--- config.mk ---
export PLATFORM = sky130hd
export DESIGN_NAME = pwrseq
export DESIGN_NICKNAME = d
export VERILOG_FILES = /design/src/rtl/pwrseq_pkg.sv /design/src/rtl/pwrseq_dwell.sv /design/src/rtl/pwrseq_cond.sv /design/src/rtl/pwrseq_fsm.sv /design/src/rtl/pwrseq.sv
export SDC_FILE = /design/constraint.sdc
export NUM_CORES = 1
export LEC_CHECK = 0
export BUFFER_PORTS_ARGS = -buffer_cell sky130_fd_sc_hd__buf_4
export CAP_MARGIN = 10
export CORE_MARGIN = 2
export CORE_UTILIZATION = 44
export CTS_CLUSTER_DIAMETER = 50
export CTS_CLUSTER_SIZE = 28
export DETAILED_ROUTE_END_ITERATION = 8
export GPL_ROUTABILITY_DRIVEN = 1
export GPL_TIMING_DRIVEN = 0
export SYNTH_ARGS = -nofsm -noshare
export SYNTH_HDL_FRONTEND = slang
export SYNTH_HIERARCHICAL = 1
export SYNTH_SLANG_ARGS = --single-unit
--- constraint.sdc ---
create_clock -name clk -period 5.6 [get_ports clk]
set_input_delay 0.84 -clock clk [delete_from_list [all_inputs] [get_ports clk]]
set_output_delay 0.84 -clock clk [all_outputs]
set_load 0.005 [all_outputs]
--- src/rtl/pwrseq_pkg.sv ---
package pwrseq_pkg;

    typedef enum logic [4:0] {
        ST_OFF      = 5'd0,
        ST_UP_WAIT  = 5'd1,
        ST_VR_WAIT  = 5'd2,
        ST_RSM_SET  = 5'd3,
        ST_SOFF     = 5'd4,
        ST_SB_WAIT  = 5'd5,
        ST_MEM_WAIT = 5'd6,
        ST_SUSP     = 5'd7,
        ST_V5_LEAD  = 5'd8,
        ST_MAIN_WT  = 5'd9,
        ST_CORE_SET = 5'd10,
        ST_PLT_POLL = 5'd11,
        ST_ON       = 5'd12,
        ST_PG_GUARD = 5'd13,
        ST_RAIL_OFF = 5'd14,
        ST_RST_WAIT = 5'd15,
        ST_BTN      = 5'd16
    } pstate_e;

    localparam int NUM_ST = 17;

    typedef struct packed {
        logic vr;
        logic rsm_n;
        logic mem;
        logic v5;
        logic v33;
        logic core;
        logic sys_pg;
        logic core_pg;
        logic hot;
        logic btn;
    } pwr_ctl_t;

    localparam pwr_ctl_t CTL_ALL_OFF = '0;

    function automatic pwr_ctl_t force_down(pwr_ctl_t c);
        pwr_ctl_t r;
        r        = c;
        r.sys_pg = 1'b0;
        r.rsm_n  = 1'b0;
        return r;
    endfunction

    function automatic int imax(int a, int b);
        return (a > b) ? a : b;
    endfunction

endpackage

--- src/rtl/pwrseq_dwell.sv ---
module pwrseq_dwell #(
    parameter int CW = 8
) (
    input  logic          clk,
    input  logic          rst,
    input  logic          clr,
    output logic [CW-1:0] cnt
);
    always_ff @(posedge clk) begin
        if (rst || clr) begin
            cnt <= '0;
        end else if (cnt != {CW{1'b1}}) begin
            cnt <= cnt + 1'b1;
        end
    end
endmodule

--- src/rtl/pwrseq_cond.sv ---
module pwrseq_cond (
    input  logic clk,
    input  logic rst,
    input  logic pg_standby,
    input  logic pg_main,
    input  logic fault_plt,
    input  logic fault_used,
    output logic s3_ok,
    output logic s0_ok,
    output logic fault_arm
);
    assign s3_ok = pg_standby;
    assign s0_ok = pg_standby && pg_main;

    always_ff @(posedge clk) begin
        if (rst) begin
            fault_arm <= 1'b0;
        end else if (fault_plt) begin
            fault_arm <= 1'b1;
        end else if (fault_used) begin
            fault_arm <= 1'b0;
        end
    end


    fault_clear_chk: assert property (@(posedge clk) disable iff (rst)
        (fault_used && !fault_plt) |=> !fault_arm);
endmodule

--- src/rtl/pwrseq_fsm.sv ---
module pwrseq_fsm
    import pwrseq_pkg::*;
#(
    parameter int CW         = 12,
    parameter int T_UP       = 10,
    parameter int T_RSM      = 10,
    parameter int T_V5_LEAD  = 3,
    parameter int T_CORE     = 15,
    parameter int T_PLT      = 50,
    parameter int T_RAIL_OFF = 7,
    parameter int T_RESTART  = 100,
    parameter int T_TMO      = 20,
    parameter int T_GUARD    = 1,
    parameter int T_BTN      = 2
) (
    input  logic          clk,
    input  logic          rst,
    input  logic [CW-1:0] cnt,
    input  logic          start_req,
    input  logic          s3_ok,
    input  logic          s0_ok,
    input  logic          sleep3_req_n,
    input  logic          sleep4_req_n,
    input  logic          plt_rst,
    input  logic          throttle_req,
    input  logic          usb_keep_s3,
    input  logic          pause_s5,
    input  logic          fault_arm,
    output pstate_e       st_q,
    output pwr_ctl_t      ctl_q,
    output logic          st_chg,
    output logic          fault_used
);
    pstate_e  st_d;
    pwr_ctl_t ctl_d;
    logic     restart_q, restart_d;
    logic     go_down;

    localparam logic [CW-1:0] L_UP   = CW'(T_UP - 1);
    localparam logic [CW-1:0] L_RSM  = CW'(T_RSM - 1);
    localparam logic [CW-1:0] L_V5   = CW'(T_V5_LEAD - 1);
    localparam logic [CW-1:0] L_CORE = CW'(T_CORE - 1);
    localparam logic [CW-1:0] L_PLT  = CW'(T_PLT - 1);
    localparam logic [CW-1:0] L_ROFF = CW'(T_RAIL_OFF - 1);
    localparam logic [CW-1:0] L_RST  = CW'(T_RESTART - 1);
    localparam logic [CW-1:0] L_TMO  = CW'(T_TMO - 1);
    localparam logic [CW-1:0] L_GRD  = CW'(T_GUARD - 1);
    localparam logic [CW-1:0] L_BTN  = CW'(T_BTN - 1);

    always_comb begin
        st_d       = st_q;
        ctl_d      = ctl_q;
        restart_d  = restart_q;
        fault_used = 1'b0;
        go_down    = 1'b0;
        unique case (st_q)
            ST_OFF: begin
                if (start_req) st_d = ST_UP_WAIT;
            end
            ST_UP_WAIT: begin
                if (cnt == L_UP) begin
                    st_d     = ST_VR_WAIT;
                    ctl_d.vr = 1'b1;
                end
            end
            ST_VR_WAIT: begin
                if (s3_ok) begin
                    st_d        = ST_RSM_SET;
                    ctl_d.rsm_n = 1'b1;
                end else if (cnt == L_TMO) begin
                    st_d     = ST_OFF;
                    ctl_d    = force_down(ctl_q);
                    ctl_d.vr = 1'b0;
                end
            end
            ST_RSM_SET: begin
                if (cnt == L_RSM) st_d = ST_SOFF;
            end
            ST_SOFF: begin
                if (sleep4_req_n) st_d = ST_SB_WAIT;
            end
            ST_SB_WAIT, ST_MEM_WAIT: begin
                if (s3_ok) begin
                    if (st_q == ST_SB_WAIT) begin
                        st_d      = ST_MEM_WAIT;
                        ctl_d.mem = 1'b1;
                    end else begin
                        st_d = ST_SUSP;
                    end
                end else if (cnt == L_TMO) begin
                    st_d     = ST_OFF;
                    ctl_d    = force_down(ctl_q);
                    ctl_d.vr = 1'b0;
                end
            end
            ST_SUSP: begin
                if (!s3_ok) begin
                    ctl_d   = force_down(ctl_q);
                    go_down = 1'b1;
                end else if (!sleep4_req_n) begin
                    go_down = 1'b1;
                end else if (sleep3_req_n) begin
                    st_d     = ST_V5_LEAD;
                    ctl_d.v5 = 1'b1;
                end
                if (go_down) begin
                    ctl_d.v5  = 1'b0;
                    ctl_d.mem = 1'b0;
                    if (restart_q) begin
                        st_d      = ST_RST_WAIT;
                        restart_d = 1'b0;
                    end else if (pause_s5) begin
                        st_d = ST_SOFF;
                    end else begin
                        st_d        = ST_OFF;
                        ctl_d.rsm_n = 1'b0;
                        ctl_d.vr    = 1'b0;
                    end
                end
            end
            ST_V5_LEAD: begin
                if (cnt == L_V5) begin
                    st_d      = ST_MAIN_WT;
                    ctl_d.v33 = 1'b1;
                end
            end
            ST_MAIN_WT: begin
                if (s0_ok) begin
                    st_d       = ST_CORE_SET;
                    ctl_d.core = 1'b1;
                end else if (cnt == L_TMO) begin
                    st_d      = ST_SUSP;
                    ctl_d     = force_down(ctl_q);
                    ctl_d.v5  = 1'b0;
                    ctl_d.v33 = 1'b0;
                end
            end
            ST_CORE_SET: begin
                if (cnt == L_CORE) begin
                    st_d          = ST_PLT_POLL;
                    ctl_d.sys_pg  = 1'b1;
                    ctl_d.core_pg = 1'b1;
                    ctl_d.hot     = throttle_req;
                end
            end
            ST_PLT_POLL: begin
                if (!plt_rst && !fault_arm) begin
                    st_d = ST_ON;
                end else if (cnt == L_PLT) begin
                    st_d       = ST_ON;
                    ctl_d      = force_down(ctl_q);
                    restart_d  = 1'b1;
                    fault_used = 1'b1;
                end
            end
            ST_ON: begin
                ctl_d.hot = throttle_req;
                if (!s0_ok) begin
                    st_d          = ST_PG_GUARD;
                    ctl_d         = force_down(ctl_d);
                    ctl_d.core_pg = 1'b0;
                end else if (!sleep3_req_n) begin
                    st_d          = ST_PG_GUARD;
                    ctl_d.sys_pg  = 1'b0;
                    ctl_d.core_pg = 1'b0;
                end
            end
            ST_PG_GUARD: begin
                if (cnt == L_GRD) begin
                    st_d       = ST_RAIL_OFF;
                    ctl_d.core = 1'b0;
                    ctl_d.hot  = 1'b0;
                end
            end
            ST_RAIL_OFF: begin
                if (cnt == L_ROFF) begin
                    st_d      = ST_SUSP;
                    ctl_d.v33 = 1'b0;
                    if (!usb_keep_s3) ctl_d.v5 = 1'b0;
                end
            end
            ST_RST_WAIT: begin
                if (cnt == L_RST) begin
                    st_d      = ST_BTN;
                    ctl_d.btn = 1'b1;
                end
            end
            ST_BTN: begin
                if (cnt == L_BTN) begin
                    st_d      = ST_UP_WAIT;
                    ctl_d.btn = 1'b0;
                end
            end
            default: begin
                st_d  = ST_OFF;
                ctl_d = CTL_ALL_OFF;
            end
        endcase
    end

    assign st_chg = (st_d != st_q);

    always_ff @(posedge clk) begin
        if (rst) begin
            st_q      <= ST_OFF;
            ctl_q     <= CTL_ALL_OFF;
            restart_q <= 1'b0;
        end else begin
            st_q      <= st_d;
            ctl_q     <= ctl_d;
            restart_q <= restart_d;
        end
    end


    rsm_needs_vr_chk: assert property (@(posedge clk) disable iff (rst)
        ctl_q.rsm_n |-> ctl_q.vr);

    pgood_rails_chk: assert property (@(posedge clk) disable iff (rst)
        $rose(ctl_q.core_pg) |-> (ctl_q.core && ctl_q.v5 && ctl_q.v33));

    core_off_order_chk: assert property (@(posedge clk) disable iff (rst)
        $fell(ctl_q.core) |-> (!ctl_q.sys_pg && !ctl_q.core_pg));

    s0_rail_loss_chk: assert property (@(posedge clk) disable iff (rst)
        (st_q == ST_ON && !s0_ok) |=> (st_q == ST_PG_GUARD && !ctl_q.rsm_n));

    plt_release_chk: assert property (@(posedge clk) disable iff (rst)
        (st_q == ST_PLT_POLL && !plt_rst && !fault_arm) |=> (st_q == ST_ON));

    btn_mem_off_chk: assert property (@(posedge clk) disable iff (rst)
        $rose(ctl_q.btn) |-> (!ctl_q.mem && !ctl_q.v5));
endmodule

--- src/rtl/pwrseq.sv ---
module pwrseq
    import pwrseq_pkg::*;
#(
    parameter int TICKS_PER_MS   = 1000,
    parameter int RAIL_TMO_TICKS = 10000,
    parameter int GUARD_TICKS    = 1,
    parameter int PBTN_TICKS     = 2000
) (
    input  logic              clk,
    input  logic              rst,
    input  logic              start_req,
    input  logic              pg_standby,
    input  logic              pg_main,
    input  logic              sleep3_req_n,
    input  logic              sleep4_req_n,
    input  logic              plt_rst,
    input  logic              throttle_req,
    input  logic              usb_keep_s3,
    input  logic              pause_s5,
    input  logic              fault_plt,
    output logic              en_susp_vr,
    output logic              resume_rst_n,
    output logic              en_mem,
    output logic              en_5v,
    output logic              en_3v3,
    output logic              en_core,
    output logic              sys_pgood,
    output logic              core_pgood,
    output logic              cpu_throttle,
    output logic              pwrbtn_press,
    output logic [NUM_ST-1:0] state_oh
);
    localparam int T_UP       = 10 * TICKS_PER_MS;
    localparam int T_RSM      = 10 * TICKS_PER_MS;
    localparam int T_V5_LEAD  = 3 * TICKS_PER_MS;
    localparam int T_CORE     = 15 * TICKS_PER_MS;
    localparam int T_PLT      = 50 * TICKS_PER_MS;
    localparam int T_RAIL_OFF = 7 * TICKS_PER_MS;
    localparam int T_RESTART  = 100 * TICKS_PER_MS;
    localparam int T_MAX      = imax(imax(T_RESTART, RAIL_TMO_TICKS),
                                     imax(PBTN_TICKS, GUARD_TICKS));
    localparam int CW         = $clog2(T_MAX + 1);

    logic          s3_ok, s0_ok, fault_arm, fault_used, st_chg;
    logic [CW-1:0] cnt;
    pstate_e       st_q;
    pwr_ctl_t      ctl_q;

    pwrseq_cond u_cond (
        .clk        (clk),
        .rst        (rst),
        .pg_standby (pg_standby),
        .pg_main    (pg_main),
        .fault_plt  (fault_plt),
        .fault_used (fault_used),
        .s3_ok      (s3_ok),
        .s0_ok      (s0_ok),
        .fault_arm  (fault_arm)
    );

    pwrseq_dwell #(.CW(CW)) u_dwell (
        .clk (clk),
        .rst (rst),
        .clr (st_chg),
        .cnt (cnt)
    );

    pwrseq_fsm #(
        .CW(CW), .T_UP(T_UP), .T_RSM(T_RSM), .T_V5_LEAD(T_V5_LEAD),
        .T_CORE(T_CORE), .T_PLT(T_PLT), .T_RAIL_OFF(T_RAIL_OFF),
        .T_RESTART(T_RESTART), .T_TMO(RAIL_TMO_TICKS),
        .T_GUARD(GUARD_TICKS), .T_BTN(PBTN_TICKS)
    ) u_fsm (
        .clk          (clk),
        .rst          (rst),
        .cnt          (cnt),
        .start_req    (start_req),
        .s3_ok        (s3_ok),
        .s0_ok        (s0_ok),
        .sleep3_req_n (sleep3_req_n),
        .sleep4_req_n (sleep4_req_n),
        .plt_rst      (plt_rst),
        .throttle_req (throttle_req),
        .usb_keep_s3  (usb_keep_s3),
        .pause_s5     (pause_s5),
        .fault_arm    (fault_arm),
        .st_q         (st_q),
        .ctl_q        (ctl_q),
        .st_chg       (st_chg),
        .fault_used   (fault_used)
    );

    assign en_susp_vr   = ctl_q.vr;
    assign resume_rst_n = ctl_q.rsm_n;
    assign en_mem       = ctl_q.mem;
    assign en_5v        = ctl_q.v5;
    assign en_3v3       = ctl_q.v33;
    assign en_core      = ctl_q.core;
    assign sys_pgood    = ctl_q.sys_pg;
    assign core_pgood   = ctl_q.core_pg;
    assign cpu_throttle = ctl_q.hot;
    assign pwrbtn_press = ctl_q.btn;

    for (genvar gi = 0; gi < NUM_ST; gi++) begin : g_oh
        assign state_oh[gi] = (int'(st_q) == gi);
    end


    state_onehot_chk: assert property (@(posedge clk) disable iff (rst)
        $onehot0(state_oh) && (state_oh != '0));

    dwell_restart_chk: assert property (@(posedge clk) disable iff (rst)
        (st_q != $past(st_q)) |-> (cnt == '0));
endmodule

==> impl_metrics.json, run 1 <==
{
  "status": "finished clean",
  "rsz0062_at_grt": "false",
  "critical_path.max_fanout": 11,
  "drtIter0Drc": 435,
  "cts_num_sinks": 34,
  "die_h_microns": 87.5,
  "grt_max_degree": 13,
  "power.total_w": 0.000525,
  "insertion_delay_ns": 0.30,
  "grt_pass1_wl_mm": 17.1,
  "yosys_warnings": 6,
  "fin_skew_ns": 0.0160,
  "synth_ff_type": "dfxtp_1",
  "critPathTopFamily": "simple AND/OR/NAND/NOR gates",
  "postCtsHoldBufs": 0,
  "leakage_nw": 1.30,
  "critPathSlowestCell": "o21ai_0",
  "placed_cells": 531,
  "via_count": 3532,
  "antennaDiodeCount": 0,
  "htree_levels": 2,
  "path_buf_inv": 2,
  "tns_ns": 0,
  "antenna_found_initial": 0,
  "slowest_delay_ns": 0.49,
  "grtUsageTotal_pct": 29.1,
  "ios": 39,
  "reg2reg_depth": 11,
  "hold_viol": 0,
  "routed_wl_mm": 10.9,
  "crit_top_cell": "clkbuf_1",
  "netlist.area_leader.share_pct": 22.2,
  "slew_headroom_pct": 47.2,
  "setup_violations": 0,
  "yosys.area.top_type": "dfxtp_1",
  "synth-seq-cells": 34,
  "route.detailed.drc": 0,
  "avgSynthCellArea_sq_um": 7.43,
  "overflow": 0,
  "initial_utilization_pct": 45.4,
  "post_drt_via_cell_ratio": 6.55,
  "wire_per_inst_microns": 20.2,
  "drive_gt1_share_pct": 19.4,
  "cts_buffers": 5,
  "max_freq_mhz": 270,
  "syn_to_final_growth_pct": 15.8,
  "postCtsSetupRepairBufs": 0,
  "p_per_area_nw_per_um2": 148,
  "holdCritPathClass": "reg -> reg",
  "tightest_slew_ns": 0.785,
  "yosysSeqAreaShare_pct": 22.2,
  "design.die.area_sq_um": 7660,
  "post_cts_resized": 0,
  "cts_root_buf": "clkbuf_8",
  "async_flop_share_pct": 0,
  "arrival_ns": 3.87,
  "peakVddDrop_v": 0.0000753,
  "synth_edf_count": 0,
  "path_class": "reg -> reg",
  "finalNonFillerCells": 539,
  "fin_nets": 472,
  "yosysUniqueCellTypes": 78,
  "drtAntennaViolNets": 0,
  "synthesis.nets": 427,
  "finalCritPeriodShare_pct": 66.1,
  "crit_required_ns": 5.77,
  "finalCriticalPeriod_ns": 3.70,
  "yosys-top-cells-area": "dfxtp_1 (22%), a21oi_1 (5.9%), nor2_1 (5.7%)",
  "portBuffers": 38,
  "pre_cts_ws_ns": 1.76,
  "cap_viol_max_count": 0,
  "setup_ws_ns": 1.90,
  "num_rows": 30,
  "cts.reportedPaths.clkPinSlew_ns": 0.08,
  "die_x_microns": 87.5,
  "gp_congestion": 1.03,
  "grt_pass1_vias": 3150,
  "slew_viol_final": 0,
  "clockBufferDepth": 2,
  "worst-path-stages": 11,
  "crit_chain": "nor4_2 -> nand4_1 -> o21ai_0 -> o311ai_0 -> nor3_1 -> a21oi_1 -> o211ai_1 -> or2_2 -> clkbuf_1 -> clkbuf_1 -> nor2_1",
  "start_kind": "flip-flop",
  "drt_pass1_iterations": 7,
  "dp_hpwl_mm": 8.30,
  "synth_cells": 413,
  "synth_area_sq_um": 3070,
  "core_sq_um": 6760,
  "hold_depth": 2,
  "cp-end-kind": "flip-flop",
  "cts_tree": "built"
}
-- cells in the final DEF, fill, tap and decap left out, types with 4 or more instances in the layout --
| cell type | n |
|---|---|
| a211oi_1 | 9 |
| a21oi_1 | 36 |
| a31oi_1 | 4 |
| and3_1 | 5 |
| and3b_1 | 4 |
| buf_2 | 5 |
| buf_4 | 46 |
| buf_6 | 6 |
| clkbuf_1 | 7 |
| clkbuf_8 | 6 |
| dfxtp_1 | 34 |
| inv_1 | 10 |
| nand2_1 | 34 |
| nand2b_1 | 8 |
| nand3_1 | 14 |
| nand4_1 | 9 |
| nor2_1 | 47 |
| nor2b_1 | 4 |
| nor3_1 | 18 |
| nor4_1 | 13 |
| o21ai_0 | 20 |
| o31ai_1 | 6 |
| or3_1 | 9 |
| xnor2_1 | 6 |
| xor2_1 | 6 |
-- synthesized netlist by cell type, types with 4 or more instances --
cell type and number:
nand2b_1 8, a31oi_1 4, xnor2_1 6, a21oi_1 36, o21ai_0 20, dfxtp_1 34
inv_1 10, and3_1 5, clkbuf_1 7, nor2b_1 4, nor3_1 18, nor4_1 13
or3_1 9, xor2_1 6, o31ai_1 6, buf_2 5, buf_6 6, and3b_1 4
a211oi_1 9, nand4_1 9, buf_4 8, nand2_1 34, nand3_1 14, nor2_1 47
-- per-stage QoR --
step	hold WS, ns	util [%]	cell area, sq um
6_report	0.470	52.6	3550
4_1_cts	0.480	52.6	3550
3_3_place_gp	0.459	51.1	3460
3_5_place_dp	0.467	51.1	3460
5_1_grt	0.511	52.6	3550
2_1_floorplan	0.453	-	3070
-- final cells by class --
class / count / area, sq um
Sequential cell: 34 / 681
Clock inverter: 2 / 16.3
Buffer: 27 / 183
Timing Repair Buffer: 38 / 285
Tap cell: 80 / 100
Multi-Input combinational cell: 341 / 2170
Fill cell: 702 / 3200
Clock buffer: 6 / 82.6
Inverter: 11 / 41.3
-- power by group --
group          total [W]  leakage (nW)  internal (W)  switching, W
registers       0.000248         0.275      0.000244    0.00000393
logic          0.0000711         0.976     0.0000275     0.0000436
clock network   0.000206        0.0478      0.000101      0.000105
total           0.000525          1.30      0.000373      0.000152
-- final timing paths --
kind                                      from              to  slack (ns)
worst min register to register  u_fsm/ctl_q[0]  u_fsm/ctl_q[0]        0.47
worst max-delay path            u_dwell/cnt[7]  u_dwell/cnt[3]        1.90
worst max register to register  u_dwell/cnt[7]  u_dwell/cnt[3]        1.90
worst min-delay path            u_fsm/ctl_q[0]  u_fsm/ctl_q[0]        0.47
-- cell families (layout without fill, tap and decap cells) --
logic type | Yosys count | after routing | share of synthesized area [%]
compound gates | 119 | 119 | 26.8
xor+xnor | 12 | 12 | 3.42
fa+ha+maj | 3 | 3 | 1.14
buf+inv | 38 | 84 | 7.29
flops | 34 | 34 | 22.2
mux | 3 | 3 | 0.978
simple gates | 204 | 204 | 38.2
-- routing by layer --
layer / GRT usage (%) / routed length, microns
met4: 10.5 / 300
met3: 4.15 / 729
met2: 47.9 / 5210
met1: 38.9 / 4670
met5: 0 / 0
-- state kept, by name (all words and copies together) (netlist names) --
signal / flops
u_fsm/st_q: 5
u_fsm/restart_q: 1
u_cond/fault_arm: 1
u_fsm/ctl_q: 10
u_dwell/cnt: 17
-- worst register-to-register path, stage by stage (launching register included) --
cell and delay (ns):
dfxtp_1 0.43, nor4_2 0.35, nand4_1 0.22, o21ai_0 0.49
o311ai_0 0.26, nor3_1 0.38, a21oi_1 0.12, o211ai_1 0.29
or2_2 0.17, clkbuf_1 0.32, clkbuf_1 0.44, nor2_1 0.11
Power figures use the tool's default switching activity.
==> run 2, diff against run 1 <==
==> constraint.sdc (replaced) <==
create_clock -name clk -period 3.7 [get_ports clk]
set_input_delay 0.555 -clock clk [delete_from_list [all_inputs] [get_ports clk]]
set_output_delay 0.555 -clock clk [all_outputs]
set_load 0.005 [all_outputs]
==> impl_metrics.json, run 2 (synthesized netlist as in run 1, its figures left out) <==
{
  "cts_num_sinks": 34,
  "antennaDiodeCount": 0,
  "slowest_delay_ns": 0.53,
  "rsz0062_at_grt": "false",
  "reg_top3": "u_dwell/cnt: 17 flops, u_fsm/ctl_q: 10 flops, u_fsm/st_q: 5 flops",
  "fin_nets": 472,
  "pre_cts_ws_ns": 0.0359,
  "cts_root_buf": "clkbuf_8",
  "post_cts_resized": 0,
  "finalCriticalPeriod_ns": 3.51,
  "ios": 39,
  "final_cell_mix": "nor2_1 (47), buf_4 (46), a21oi_1 (36)",
  "num_rows": 30,
  "grt_max_degree": 13,
  "path_class": "reg -> reg",
  "antenna_found_initial": 0,
  "route.detailed.drc": 0,
  "wire_per_inst_microns": 20.3,
  "critical_path.max_fanout": 10,
  "routed_wl_mm": 10.9,
  "die_x_microns": 87.5,
  "cts_buffers": 5,
  "crit_chain": "buf_4 -> buf_6 -> nand2b_1 -> nor2_1 -> nand3_1 -> a211o_2 -> a21oi_1 -> a31oi_1 -> o211ai_1 -> or2_2 -> clkbuf_1 -> clkbuf_2 -> nor2_1",
  "path_buf_inv": 4,
  "post_drt_via_cell_ratio": 6.55,
  "tightest_slew_ns": 0.677,
  "via_count": 3530,
  "cp-end-kind": "flip-flop",
  "leakage_nw": 1.30,
  "htree_levels": 2,
  "cts.reportedPaths.clkPinSlew_ns": 0.08,
  "insertion_delay_ns": 0.29,
  "initial_utilization_pct": 45.4,
  "core_sq_um": 6760,
  "fin_skew_ns": 0.0155,
  "drt_pass1_iterations": 5,
  "tns_ns": 0,
  "grt_pass1_wl_mm": 17.1,
  "postCtsHoldBufs": 0,
  "cts_tree": "built",
  "regMostFlops": "u_dwell/cnt",
  "drive_gt1_share_pct": 20.0,
  "setup_violations": 0,
  "critPathTopFamily": "buffers and inverters",
  "die_h_microns": 87.5,
  "grt_pass1_vias": 3150,
  "max_freq_mhz": 285,
  "start_kind": "flip-flop",
  "grtUsageTotal_pct": 29.1,
  "clockBufferDepth": 2,
  "holdCritPathClass": "in -> reg",
  "cap_viol_max_count": 0,
  "arrival_ns": 3.69,
  "hold_viol": 0,
  "drtAntennaViolNets": 0,
  "final_common_cell": "nor2_1",
  "crit_top_cell": "nor2_1",
  "peakVddDrop_v": 0.000114,
  "largest_reg_flops": 17,
  "portBuffers": 38,
  "overflow": 0,
  "crit_required_ns": 3.88,
  "finalCritPeriodShare_pct": 94.9,
  "p_per_area_nw_per_um2": 223,
  "slew_viol_final": 0,
  "critPathSlowestCell": "dfxtp_1",
  "gp_congestion": 1.03,
  "slew_headroom_pct": 54.4,
  "dp_hpwl_mm": 8.30,
  "drtIter0Drc": 380,
  "design.die.area_sq_um": 7660,
  "status": "finished clean",
  "setup_ws_ns": 0.189,
  "postCtsSetupRepairBufs": 0,
  "syn_to_final_growth_pct": 16.2
}
[run 2: power breakdown]
| group | leakage (nW) | total, W | switching [W] | internal (W) |
|---|---|---|---|---|
| logic | 0.980 | 0.000109 | 0.0000665 | 0.0000424 |
| clock network | 0.0478 | 0.000312 | 0.000158 | 0.000154 |
| registers | 0.275 | 0.000375 | 0.00000594 | 0.000369 |
| total | 1.30 | 0.000796 | 0.000230 | 0.000565 |
[run 2: routing by layer]
| layer | GRT usage (%) | up-vias | part of all wire [%] |
|---|---|---|---|
| met3 | 4.15 | 33 | 7.2 |
| met1 | 38.9 | 1651 | 43 |
| met5 | 0 | - | 0 |
| met2 | 47.9 | 183 | 48 |
| li1 | - | 1663 | - |
| met4 | 10.5 | 0 | 2.7 |
[run 2: worst paths after layout]
check	start	slack [ns]	endpoint	cells past startpoint
max reg2reg	u_fsm/st_q[3]	0.19	u_dwell/cnt[1]	13
min reg2reg	u_fsm/ctl_q[0]	0.47	u_fsm/ctl_q[0]	2
max	u_fsm/st_q[3]	0.19	u_dwell/cnt[1]	13
min	rst	0.42	u_cond/fault_arm	2
[run 2: area by class of cell]
cell class,count,area (sq um)
clock buffers,6,82.6
inverters,11,41.3
well taps,80,100
fillers,699,3190
repair buffers,38,285
multi-input cells,341,2180
plain buffers,27,184
flip-flops and latches,34,681
clock inverters,2,16.3
[run 2: worst reg2reg max path: stages, from the launching register on]
cell and delay (ns):
dfxtp_1 0.53, buf_4 0.25, buf_6 0.17, nand2b_1 0.24, nor2_1 0.33, nand3_1 0.23, a211o_2 0.41, a21oi_1 0.12
a31oi_1 0.05, o211ai_1 0.17, or2_2 0.17, clkbuf_1 0.32, clkbuf_2 0.33, nor2_1 0.08
[run 2: through the flow]
step	area [sq um]	hold slack [ns]	power, W	instances	utilization [%]
final	3570	0.422	0.000796	539	52.8
after global routing	3570	0.419	0.000835	539	52.8
after CTS	3550	0.417	0.000805	539	52.6
after detailed placement	3460	0.467	0.000489	531	51.1
after global placement	3460	0.459	0.000489	531	51.1
after floorplan	3070	0.453	0.000449	413	-
